$ cat src/rtl/prbs_chk_pkg.sv
package prbs_chk_pkg;

  localparam int unsigned CHK_HIST_W    = 32;
  localparam int unsigned CHK_SYNC_BASE = 34;
  localparam int unsigned CHK_WIN       = 64;
  localparam int unsigned CHK_ERR_LIMIT = 6;

  typedef enum logic [1:0] {
    ST_SEARCH = 2'd0,
    ST_LOCK   = 2'd1,
    ST_HOLD   = 2'd2
  } chk_state_e;

endpackage

$ cat src/rtl/rxc_lock.sv
module rxc_lock
  import prbs_chk_pkg::*;
#(
  parameter int unsigned HIST_W    = CHK_HIST_W,
  parameter int unsigned LEN_W     = $clog2(HIST_W),
  parameter int unsigned SYNC_BASE = CHK_SYNC_BASE,
  parameter int unsigned WIN       = CHK_WIN,
  parameter int unsigned ERR_LIMIT = CHK_ERR_LIMIT
) (
  input  logic             clk,
  input  logic             rst_n,
  input  logic             cur_bit_i,
  input  logic             pred_bit_i,
  input  logic [LEN_W-1:0] pat_len_i,
  input  logic             auto_off_i,
  input  logic             resync_i,
  output logic             sync_o,
  output logic             bit_err_o
);

  localparam int unsigned RUN_W = $clog2(SYNC_BASE + HIST_W + 1);
  localparam int unsigned CNT_W = $clog2(WIN + 1);

  chk_state_e       st_q;
  logic [RUN_W-1:0] run_q;
  logic [WIN-1:0]   win_q;
  logic [CNT_W-1:0] cnt_q;
  logic             resync_q;
  logic             err_q;

  logic             mis;
  logic             resync_rise;
  logic [RUN_W-1:0] run_need;
  logic [RUN_W-1:0] run_inc;
  logic [CNT_W-1:0] cnt_sum;
  logic             lock_evt;
  logic             loss_evt;

  // Clean bits needed before lock: base plus pattern length.
  function automatic logic [RUN_W-1:0] f_need(input logic [LEN_W-1:0] len_m1);
    return RUN_W'(SYNC_BASE + 1) + RUN_W'(len_m1);
  endfunction

  // Sliding-window error count: add newest, drop the one leaving.
  function automatic logic [CNT_W-1:0] f_slide(input logic [CNT_W-1:0] c,
                                               input logic add,
                                               input logic drop);
    return c + CNT_W'(add) - CNT_W'(drop);
  endfunction

  assign mis         = cur_bit_i ^ pred_bit_i;
  assign resync_rise = resync_i & ~resync_q;
  assign run_need    = f_need(pat_len_i);
  assign run_inc     = run_q + RUN_W'(1);
  assign cnt_sum     = f_slide(cnt_q, mis, win_q[WIN-1]);
  assign lock_evt    = (st_q == ST_SEARCH) && !resync_rise && !mis && (run_inc >= run_need);
  assign loss_evt    = (st_q == ST_LOCK) && !resync_rise && (cnt_sum >= CNT_W'(ERR_LIMIT));
  assign sync_o      = (st_q == ST_LOCK);
  assign bit_err_o   = err_q;

  always_ff @(posedge clk) begin
    if (!rst_n) begin
      st_q     <= ST_SEARCH;
      run_q    <= '0;
      win_q    <= '0;
      cnt_q    <= '0;
      resync_q <= 1'b0;
      err_q    <= 1'b0;
    end else begin
      resync_q <= resync_i;
      err_q    <= 1'b0;
      if (resync_rise) begin
        st_q  <= ST_SEARCH;
        run_q <= '0;
        win_q <= '0;
        cnt_q <= '0;
      end else begin
        case (st_q)
          ST_SEARCH: begin
            if (mis) begin
              run_q <= '0;
            end else if (lock_evt) begin
              st_q  <= ST_LOCK;
              run_q <= '0;
              win_q <= '0;
              cnt_q <= '0;
            end else begin
              run_q <= run_inc;
            end
          end
          ST_LOCK: begin
            err_q <= mis;
            if (loss_evt) begin
              st_q  <= auto_off_i ? ST_HOLD : ST_SEARCH;
              run_q <= '0;
              win_q <= '0;
              cnt_q <= '0;
            end else begin
              win_q <= {win_q[WIN-2:0], mis};
              cnt_q <= cnt_sum;
            end
          end
          ST_HOLD: begin
            run_q <= '0;
          end
          default: st_q <= ST_SEARCH;
        endcase
      end
    end
  end

  assert_err_only_locked_R4: assert property (@(posedge clk) disable iff (!rst_n)
    (st_q != ST_LOCK) |=> !bit_err_o);

  assert_err_on_mis_R4: assert property (@(posedge clk) disable iff (!rst_n)
    ((st_q == ST_LOCK) && mis && !resync_rise) |=> bit_err_o);

  assert_win_bound_R5: assert property (@(posedge clk) disable iff (!rst_n)
    (st_q == ST_LOCK) |-> (cnt_q < CNT_W'(ERR_LIMIT)));

  assert_hold_sticky_R6: assert property (@(posedge clk) disable iff (!rst_n)
    ((st_q == ST_HOLD) && !resync_rise) |=> (st_q == ST_HOLD));

  assert_search_no_hold_R6: assert property (@(posedge clk) disable iff (!rst_n)
    (st_q == ST_SEARCH) |=> (st_q != ST_HOLD));

  assert_resync_restart_R7: assert property (@(posedge clk) disable iff (!rst_n)
    resync_rise |=> ((st_q == ST_SEARCH) && !bit_err_o));

  assert_lock_clean_R3: assert property (@(posedge clk) disable iff (!rst_n)
    $rose(sync_o) |-> !bit_err_o);

endmodule

$ cat config.mk
export PLATFORM = sky130hd
export DESIGN_NAME = rxc_lock
export DESIGN_NICKNAME = d
export VERILOG_FILES = /design/src/rtl/prbs_chk_pkg.sv /design/src/rtl/rxc_lock.sv
export SDC_FILE = /design/constraint.sdc
export NUM_CORES = 1
export LEC_CHECK = 0
export ABC_AREA = 1
export BUFFER_PORTS_ARGS = -buffer_cell sky130_fd_sc_hd__buf_2
export CELL_PAD_IN_SITES_DETAIL_PLACEMENT = 0
export CELL_PAD_IN_SITES_GLOBAL_PLACEMENT = 2
export CORE_MARGIN = 1
export CORE_UTILIZATION = 39
export DETAILED_ROUTE_END_ITERATION = 12
export HOLD_SLACK_MARGIN = 0.02
export PLACE_DENSITY_LB_ADDON = 0.1
export SYNTH_ARGS = -nofsm -noshare
export SYNTH_HDL_FRONTEND = slang
export SYNTH_SLANG_ARGS = --single-unit
$ cat constraint.sdc
create_clock -name clk -period 4.28 [get_ports clk]
set_input_delay 0.642 -clock clk [delete_from_list [all_inputs] [get_ports clk]]
set_output_delay 0.642 -clock clk [all_outputs]
set_load 0.03 [all_outputs]
**After elaboration in Yosys (flattened, before gate mapping)**

Cells that the tools add are included.
Widths: inputs -> output; s select.

- Bits in registers: 82
- Output and inout bits: 2
- Input port bits: 11

- Equal/unequal tests: 5
- Bitwise operators: 6
- $add $sub $neg: 4
- Muxes and demuxes: 17
- Reductions and logical operators: 15
- Magnitude comparators: 2

Operator list:

| operator | number |
|---|---|
| $mux 64 | 3 |
| $pmux 64 s2 | 1 |
| $mux 7 | 6 |
| $pmux 7 s3 | 1 |
| $pmux 7 s2 | 1 |
| $mux 2 | 4 |
| $add 6x5->7 const A | 1 |
| $add 7x1->7 | 1 |
| $add 7x1->7 const B | 1 |
| $ge 7x3->1 const B | 1 |
| $ge 7x7->1 | 1 |
| $sub 7x1->7 | 1 |
| $pmux 2 s3 | 1 |
| $logic_and 1x1->1 | 5 |
| $ne 2x2->1 const B | 2 |
| $not 1->1 | 4 |
| $reduce_and 4->1 | 1 |
| $reduce_and 3->1 | 1 |
| $reduce_bool 3->1 | 1 |
| $reduce_or 3->1 | 1 |
| $eq 2x1->1 const B | 1 |
| $eq 2x2->1 const B | 1 |
| $logic_not 1->1 | 2 |
| $logic_not 2->1 | 1 |
| 6 further kinds | 6 |

**Depth between registers and ports, before layout**

Gate-level depths: netlist of run 1.

- Depth in word-level cells: 9
- Mapped depth: 23
- Gate-level depth less buffers: 22

**Worst setup path before layout of run 1**

Ideal clock, no wire load.

- Path kind: in2reg
- Start: in pred_bit_i
- End: reg win_q[47]
- Cell stages on the path: 23
- Path slack: 1.209 ns
- Data arrival time: 2.949 ns
- Buffers on the path: 2
- Required time: 4.158 ns
- Library setup time: 0.122 ns
- Cell sequence: or2_1 > nand2_1 > inv_2 > nor2_1 > inv_1 > nand2_1 > ha_1 > inv_1 > fa_1 > inv_1 > nand2_1 > nand2_1 > nand3_1 > nand3_1 > nand2_1 > nand3_1 > nand2_2 > nand2_4 > inv_4 > buf_6 > buf_12 > nand2_2 > a21oi_2

- Word-level cells in the longest chain between the ends: 7
- Elaborated cells on any way between the ends: 13
- Classes of those cells: add/sub: 2; order compare: 1; eq/ne: 2; mux: 2; bitwise: 1; reduce/logical: 5

Ends and longest elaborated chain:

| element | line | source |
|---|---|---|
| start: declaration | rxc_lock.sv:13 | `input logic pred_bit_i,` |
| $xor 1x1->1 (*) | rxc_lock.sv:51 | `assign mis = cur_bit_i ^ pred_bit_i;` |
| $add 7x1->7 | rxc_lock.sv:48 | `return c + CNT_W'(add) - CNT_W'(drop);` |
| $sub 7x1->7 | rxc_lock.sv:48 |  |
| $ge 7x3->1 | rxc_lock.sv:57 | `assign loss_evt = (st_q == ST_LOCK) && !resync_rise && (cnt_sum >= CNT_W'(ERR_LIMIT));` |
| $logic_and 1x1->1 | rxc_lock.sv:57 |  |
| $mux 64 | rxc_lock.sv:93 | `if (loss_evt) begin` |
| $pmux 64 s2 | rxc_lock.sv:78 | `case (st_q)` |
| end signal: assignment | rxc_lock.sv:99 | `win_q <= {win_q[WIN-2:0], mis};` |
| end: declaration | rxc_lock.sv:26 | `logic [WIN-1:0] win_q;` |

Mark *: on every way between the ends. The rest lies on a longest branch, timed or not.
A chain may end at the register's enable or synchronous reset.

**Worst setup path after layout of run 1**

- Start: in pred_bit_i
- End: reg win_q[12]

The elaborated chain is that of the path after synthesis.

==> impl_results.md, run 1 <==
- XOR/XNOR Fraction of Synth Area: 1.553%
- Clock buffer depth: 2
- Synth Area in Compound Gates: 21.84%
- Max Clock Freq: 301.0 MHz
- 1st-pass router iterations: 4
- Psw: 0.0003022 W
- Primary FF master, synth: dfxtp_1
- Final core occ: 43.16%
- DIE HEIGHT: 102.6 um
- DR vias/cell: 4.796
- Clock skew: 0.01180 ns
- Met1 Use GR: 20.38%
- Leakage Power: 1.701 nW
- CTS tree: built
- Initial antenna violation count: 0
- Critical Path Source: pred_bit_i
- Core area: 0.009774 mm2
- Synth Area in Adders: 6.529%
- Seq pwr share: 58.4%
- Place WS: 0.5437 ns
- DRC violations left: 0
- Slew @ Worst Pin: 1.128 ns
- Crit-path max FO: 42
- FP Rows: 36
- Vias in the first global route: 2879
- Via count: 3170
- Clk Latency, worst-skew pair: 0.35 ns
- Syn nets: 560
- Hold Fails Final Rpt: 0
- Final Instance Count excl. Fillers: 661
- First-pass GRT wire length: 12.81 mm
- Minimum clock period: 3.322 ns
- Share of cells above drive strength 1: 11.36%
- GPL Wtd Cong: 0.7391
- Launch point of the worst reg-to-reg path: win_q[63]
- Req. time, crit path: 4.55 ns
- Reg clk slew, reported paths: 0.08 ns
- Met2 Track Usage GR: 23.95%
- Met3 Usage GRT: 2.441%
- All-Layer GR Usage: 15.40%
- Mapped Avg Cell Area: 7.462 um2
- Clock root cell: clkbuf_8
- Outcome: finished clean
- WHS: 0.4495 ns
- Combinational share of power: 4.6%
- Congestion Overflow GR: 0
- Inst Count DP: 645
- Number of max-cap violations: 0
- Ant diodes: 0
- Rel. slew slack: 24.81%
- Hold path startpoint: win_q[62]
- DP HPWL: 4.467 mm
- Post-CTS setup buffers: 0
- Final setup viols: 0
- Max-slew violation count: 0
- Hold-fix buffers, CTS: 0
- Cells after Synth: 529
- DIE WIDTH: 102.6 um
- P&R area growth vs syn: 6.878%
- Cell Pwr Density: 311.1 mW/mm2
- Antenna viol nets, final: 0
- Startpoint type of the worst setup path: input port
- WS Path Type: in2reg
- Fin Setup TNS: 0 ns
- Register area share after synthesis: 41.58%
- Largest net degree at the start of global routing: 141
- #FFs+latches synth: 82
- Crit share post-route: 77.62%
- Final WL: 7.385 mm
- Mux contribution to synthesized area: 0%
- Pint: 0.001010 W
- Sw Share: 23.02%
- Number of port buffers: 12
- DRT iter0 DRCs: 176
- DIE AREA: 0.01053 mm2
- PnR worst setup slack: 0.9579 ns
- Htree depth: 3
- Ys async rst share: 0%
- CTS Buf Count: 9
- NumNets Final: 554
- CP arrival: 3.59 ns
- Clock share of power: 37.0%
- Hold Crit Class: reg2reg
- CTS resizes: 0
- Post-synth EDFFs: 0
- Post-Syn Area: 0.003948 mm2
- Initial Util: 40.39%
- Kind of end point of the critical path: flip-flop
- Worst-case vdd ir drop: 0.2149 mV
- Clock sink count: 82
- Gr busiest metal: met2
- RSZ-0062 raised after global routing: no
- Yosys warning count: 0
- Post-Synth Simple-Gate Area: 19.65%
- Number of library cell types mapped by synthesis: 31
- Combinational family with the most area after synthesis: compound AO/OA/AOI/OAI gates
- Ports: 13
- Wire per inst: 11.17 um
-- cell type report --
| class | instances | area, um2 |
|---|---|---|
| fillers | 1038 | 5555 |
| multi-input cells | 368 | 1964 |
| flip-flops and latches | 82 | 1642 |
| inverters | 48 | 182.7 |
| well taps | 133 | 166.4 |
| clock buffers | 13 | 148.9 |
| repair buffers | 14 | 100.1 |
| clock inverters | 3 | 15.01 |
-- flip-flops by register name, indices dropped and copies added, names as in the netlist --
name and count:
win_q 64, cnt_q 7, run_q 7, st_q 2, bit_err_o 1, resync_q 1
-- final timing paths --
kind | end | slack [ns] | cells after the start
worst max-delay path | win_q[12] | 0.96 | 22
worst min-delay path | win_q[63] | 0.45 | 2
worst max register to register | win_q[12] | 1.38 | 19
worst min register to register | win_q[63] | 0.45 | 2
-- layer usage --
layer  share of wire [%]  wire length [um]  vias to the layer above
met5                   0                 0                        -
met4                0.88                65                        0
met3                 2.0               146                        4
met2                  44              3223                       26
met1                  53              3950                     1412
li1                    -                 -                     1728
-- power groups by stage --
stage	Clock [W]	Combinational (W)	Sequential [W]
CTS	0.000511	0.0000624	0.000767
global placement	0	0.0000610	0.000785
global route	0.000538	0.0000700	0.000768
floorplan	0	0.0000448	0.000785
detailed placement	0	0.0000619	0.000785
finish	0.000485	0.0000604	0.000767
-- stage by stage --
step / area, um2 / total power (W)
floorplan: 3948 / 0.0008293
global placement: 4055 / 0.0008461
detailed placement: 4055 / 0.0008469
CTS: 4219 / 0.001340
global route: 4219 / 0.001375
finish: 4219 / 0.001313
-- cells in the final DEF (no fill, tap or decap), drive strengths merged --
master / synthesis / layout
fa: 1 / 1
a21oi: 84 / 84
nand3b: 1 / 1
clkinv: 0 / 3
dfxtp: 82 / 82
nand4: 4 / 4
ha: 19 / 19
or2: 1 / 1
o21a: 1 / 1
inv: 48 / 48
nor2: 23 / 23
nand2: 125 / 125
o21ai: 77 / 77
nand3: 21 / 21
buf: 17 / 14
clkbuf: 14 / 13
xor2: 7 / 7
and3b: 1 / 1
nor3: 2 / 2
o21bai: 1 / 1
-- logic make-up (layout without fill, tap and decap cells) --
kind of cell | after synthesis | count (layout)
AO/OA/AOI/OAI | 163 | 163
XOR/XNOR | 7 | 7
adder cells (fa/ha/maj) | 20 | 20
buffers and inverters | 79 | 78
flip-flops | 82 | 82
AND/OR/NAND/NOR | 178 | 178
-- critical path, cell delays in order --
cell and delay (ns):
buf_2 0.10, or2_1 0.21, nand2_1 0.12, inv_2 0.08, nor2_1 0.17, inv_1 0.09
nand2_1 0.07, ha_1 0.18, inv_1 0.06, fa_1 0.37, inv_1 0.09, nand2_1 0.09
nand3b_1 0.09, nand3_1 0.08, nor2_1 0.09, nand3_1 0.08, nand2_2 0.09, nand2_4 0.08
inv_4 0.29, buf_12 0.26, nand2_1 0.08, a21oi_1 0.14
-- synthesized netlist by cell type (2+ instances only) --
| cell type | instances | area, um2 |
|---|---|---|
| nand2_1 | 110 | 412.9 |
| dfxtp_1 | 82 | 1642 |
| o21ai_0 | 75 | 375.4 |
| a21oi_1 | 74 | 370.4 |
| inv_1 | 45 | 168.9 |
| nor2_1 | 23 | 86.33 |
| ha_1 | 19 | 237.7 |
| nand3_1 | 19 | 95.09 |
| clkbuf_1 | 14 | 52.55 |
| nand2_2 | 14 | 87.58 |
| buf_2 | 12 | 60.06 |
| a21oi_2 | 10 | 87.58 |
| xor2_1 | 7 | 61.31 |
| nand4_1 | 4 | 25.02 |
| buf_4 | 3 | 22.52 |
| inv_2 | 2 | 7.510 |
| nand3_2 | 2 | 20.02 |
(Power assumes the default switching activity.)
==> run 2, diff against run 1 <==
Settings changed: ABC_AREA 1 to 0, CORE_UTILIZATION 39 to 38.
Clock period 4.28 ns to 3.3 ns, I/O delays scaled along.
==> impl_results.md, run 2 <==
- Outcome: finished clean
- Post-synth EDFFs: 0 (unchanged)
- Cells after Synth: 467 (-12%)
- CTS resizes: 0 (unchanged)
- Max-slew violation count: 0 (unchanged)
- Share of cells above drive strength 1: 11.42% (+0.053 points)
- CTS tree: built
- Register area: 0.001642 mm2 (unchanged)
- All-Layer GR Usage: 16.70% (+1.3 points)
- Overall power: 0.002034 W (+55%)
- Kind of cell adding the most delay to the critical path: compound AO/OA/AOI/OAI gates
- Req. time, crit path: 3.58 ns (-0.97 ns)
- Yosys warning count: 0 (unchanged)
- Critical-path cell list: buf_2 -> xnor2_1 -> xnor2_1 -> ha_1 -> inv_1 -> fa_1 -> nor2b_1 -> o311ai_1 -> a22o_1 -> o41ai_4 -> buf_4 -> buf_12 -> nand4_1 -> a21oi_1
- Largest net degree at the start of global routing: 72 (-49%)
- GPL Wtd Cong: 0.8826 (+19%)
- DR vias/cell: 5.409 (+13%)
- Clock sink count: 82 (unchanged)
- Clk Latency, worst-skew pair: 0.35 ns (about the same)
- DRT iter0 DRCs: 122 (-31%)
- Buf+Inv Stages, Crit Path: 4 (-3)
- Clock buffer depth: 2 (unchanged)
- Register area share after synthesis: 42.17% (+0.59 points)
- Number of port buffers: 12 (unchanged)
- Wire per inst: 13.89 um (+24%)
- Startpoint type of the worst setup path: input port
- Clock root cell: clkbuf_8
- Number of max-cap violations: 0 (unchanged)
- Mapped Avg Cell Area: 8.335 um2 (+12%)
- Hold Crit Class: in2reg
- Post-Syn Area: 0.003892 mm2 (-1.4%)
- Final core occ: 45.02% (+1.9 points)
- Post-CTS setup buffers: 0 (unchanged)
- Max Clock Freq: 325.8 MHz
- NumNets Final: 499 (-9.9%)
- Vias in the first global route: 3019 (+4.9%)
- Biggest register: win_q
- Longest individual stage delay on the worst path: 0.44 ns (+0.07 ns)
- Area leader, netlist: dfxtp_1
- Max reg flops: 64 (unchanged)
- Final setup viols: 0 (unchanged)
- DRC violations left: 0 (unchanged)
- Primary FF master, synth: dfxtp_1
- Commonest cells post-synth: dfxtp_1, nand2_1, a21oi_1
- Leakage Power: 1.582 nW (-7.0%)
- DIE WIDTH: 103.2 um (+0.59%)
- Congestion Overflow GR: 0 (unchanged)
- Ant diodes: 0 (unchanged)
- Largest regs: win_q (64), cnt_q (7), run_q (7)
- Crit share post-route: 93.00%
- Final WL: 8.417 mm (+14%)
- Fillers: 971 (-6.5%)
- #FFs+latches synth: 82 (unchanged)
- WS Path Type: in2reg
- Top-count cell post-synth: dfxtp_1
- FP Rows: 36 (unchanged)
- CTS Buf Count: 9 (unchanged)
- Syn nets: 498 (-11%)
- DP HPWL: 5.137 mm (+15%)
- Post-synth top area share: 42.17% (+0.59 points)
- Via count: 3278 (+3.4%)
- 1st-pass router iterations: 4 (unchanged)
- Cell Pwr Density: 458.0 mW/mm2 (+47%)
- CP arrival: 3.35 ns (-0.24 ns)
- Core area: 0.009864 mm2 (+0.92%)
- Rel. slew slack: 48.76% (+24 points)
- Ports: 13 (unchanged)
- Slew @ Worst Pin: 0.7686 ns (-0.3592 ns)
- Crit-path max FO: 23 (-45%)
- Initial Util: 39.46% (-0.93 points)
- Number of library cell types mapped by synthesis: 53 (+71%)
- First-pass GRT wire length: 14.05 mm (+9.7%)
- Antenna viol nets, final: 0 (unchanged)
- Commonest cells after routing, fill and taps aside: dfxtp_1, nand2_1, a21oi_1, nand4_1, nand3_1
- PnR worst setup slack: 0.2308 ns (-0.7270 ns)
- Worst-case vdd ir drop: 0.2608 mV (+21%)
- DIE HEIGHT: 103.2 um (+0.59%)
- Commonest non-fill, non-tap cell in the layout: dfxtp_1
- Place WS: -0.1025 ns (-0.6462 ns)
- DIE AREA: 0.01065 mm2 (+1.2%)
- Final Instance Count excl. Fillers: 606 (-8.3%)
- Inst Count DP: 590 (-8.5%)
- Fin Setup TNS: 0 ns (unchanged)
- Critical Path Most Common Cell: xnor2_1
- Kind of end point of the critical path: flip-flop
- Multi-input gate area: 0.002036 mm2 (+3.6%)
- Reg clk slew, reported paths: 0.08 ns (about the same)
- Ys async rst share: 0% (unchanged)
- Minimum clock period: 3.069 ns
- Slowest-stage cell, CP: o41ai_4
- Hold Fails Final Rpt: 0 (unchanged)
- P&R area growth vs syn: 14.08%
- Initial antenna violation count: 0 (unchanged)
- Main area contributors after synthesis: dfxtp_1, nand4_1, a21oi_1
- RSZ-0062 raised after global routing: no
- Htree depth: 3 (unchanged)
- Clock skew: 0.009211 ns (-0.002586 ns)
- Hold-fix buffers, CTS: 0 (unchanged)
[run 2: changes by cell type in the layout (fill, tap and decap cells not counted), moves of 5 or more]
cell     before  now
nand4_1       4   60
xnor2_1       0    6
inv_1        44   14
nand2_2      14    1
a21oi_1      74   66
nand2_1     110   75
a21oi_2      10    0
nor2_1       23    7
o21ai_0      75    9
nor3_1        1    6
buf_4         0   13
[run 2: report_power, final]
part	internal [W]	switching [W]
Combinational	0.0000315	0.0000575
Sequential	0.000990	0.00000163
Clock	0.000599	0.000354
[run 2: layer usage]
metal  vias up  part of all wire (%)  global-route usage (%)
met5         -                     0                       0
met3         6                   2.2                   3.427
met2        25                    47                   28.05
li1       1692                     -                       -
met4         0                  0.81                   5.850
met1      1555                    50                   21.33
[run 2: worst register-to-register path, cell delays in order, from the launching register on]
cell and delay [ns]:
dfxtp_1 0.42, ha_1 0.26, nand3_1 0.18, nor2_1 0.18
xor2_1 0.24, ha_1 0.20, o2111ai_1 0.15, o21ai_2 0.32
a41o_2 0.43, buf_12 0.23, nand4_1 0.13, a21oi_1 0.18
[run 2: cell families (layout without fill, tap and decap cells)]
group / after synthesis / count (layout) / share of synthesized area (%)
muxes: 4 / 4 / 1.029
xor gates and xnor gates: 13 / 13 / 2.925
and+or+nand+nor: 187 / 187 / 24.01
buffers and inverters: 55 / 61 / 6.171
adders and majority gates: 20 / 20 / 6.622
AOI/OAI and AO/OA: 106 / 106 / 17.07
DFF: 82 / 82 / 42.17
[run 2: worst paths after layout]
path                                  end  slack (ns)       start  cells after the start
worst min register to register   win_q[7]        0.45    win_q[7]                      2
worst max-delay path            win_q[49]        0.23  pred_bit_i                     14
worst min-delay path             resync_q        0.37    resync_i                      2
worst max register to register  win_q[39]        0.33    run_q[0]                     11
[run 2: cell type report]
type                    count  area share, %
clock buffers              11          3.184
clock inverters             5          2.818
inverters                  14          1.183
multi-input cells         330          45.84
flip-flops and latches     82          36.97
well taps                 133          3.748
repair buffers             31          6.255
[run 2: through the flow]
stage | hold WS, ns | area (um2)
final | 0.3681 | 4441
after global routing | 0.3667 | 4441
after CTS | 0.3473 | 4441
after detailed placement | 0.4437 | 4174
after global placement | 0.4387 | 4174
after floorplan | 0.4302 | 3892
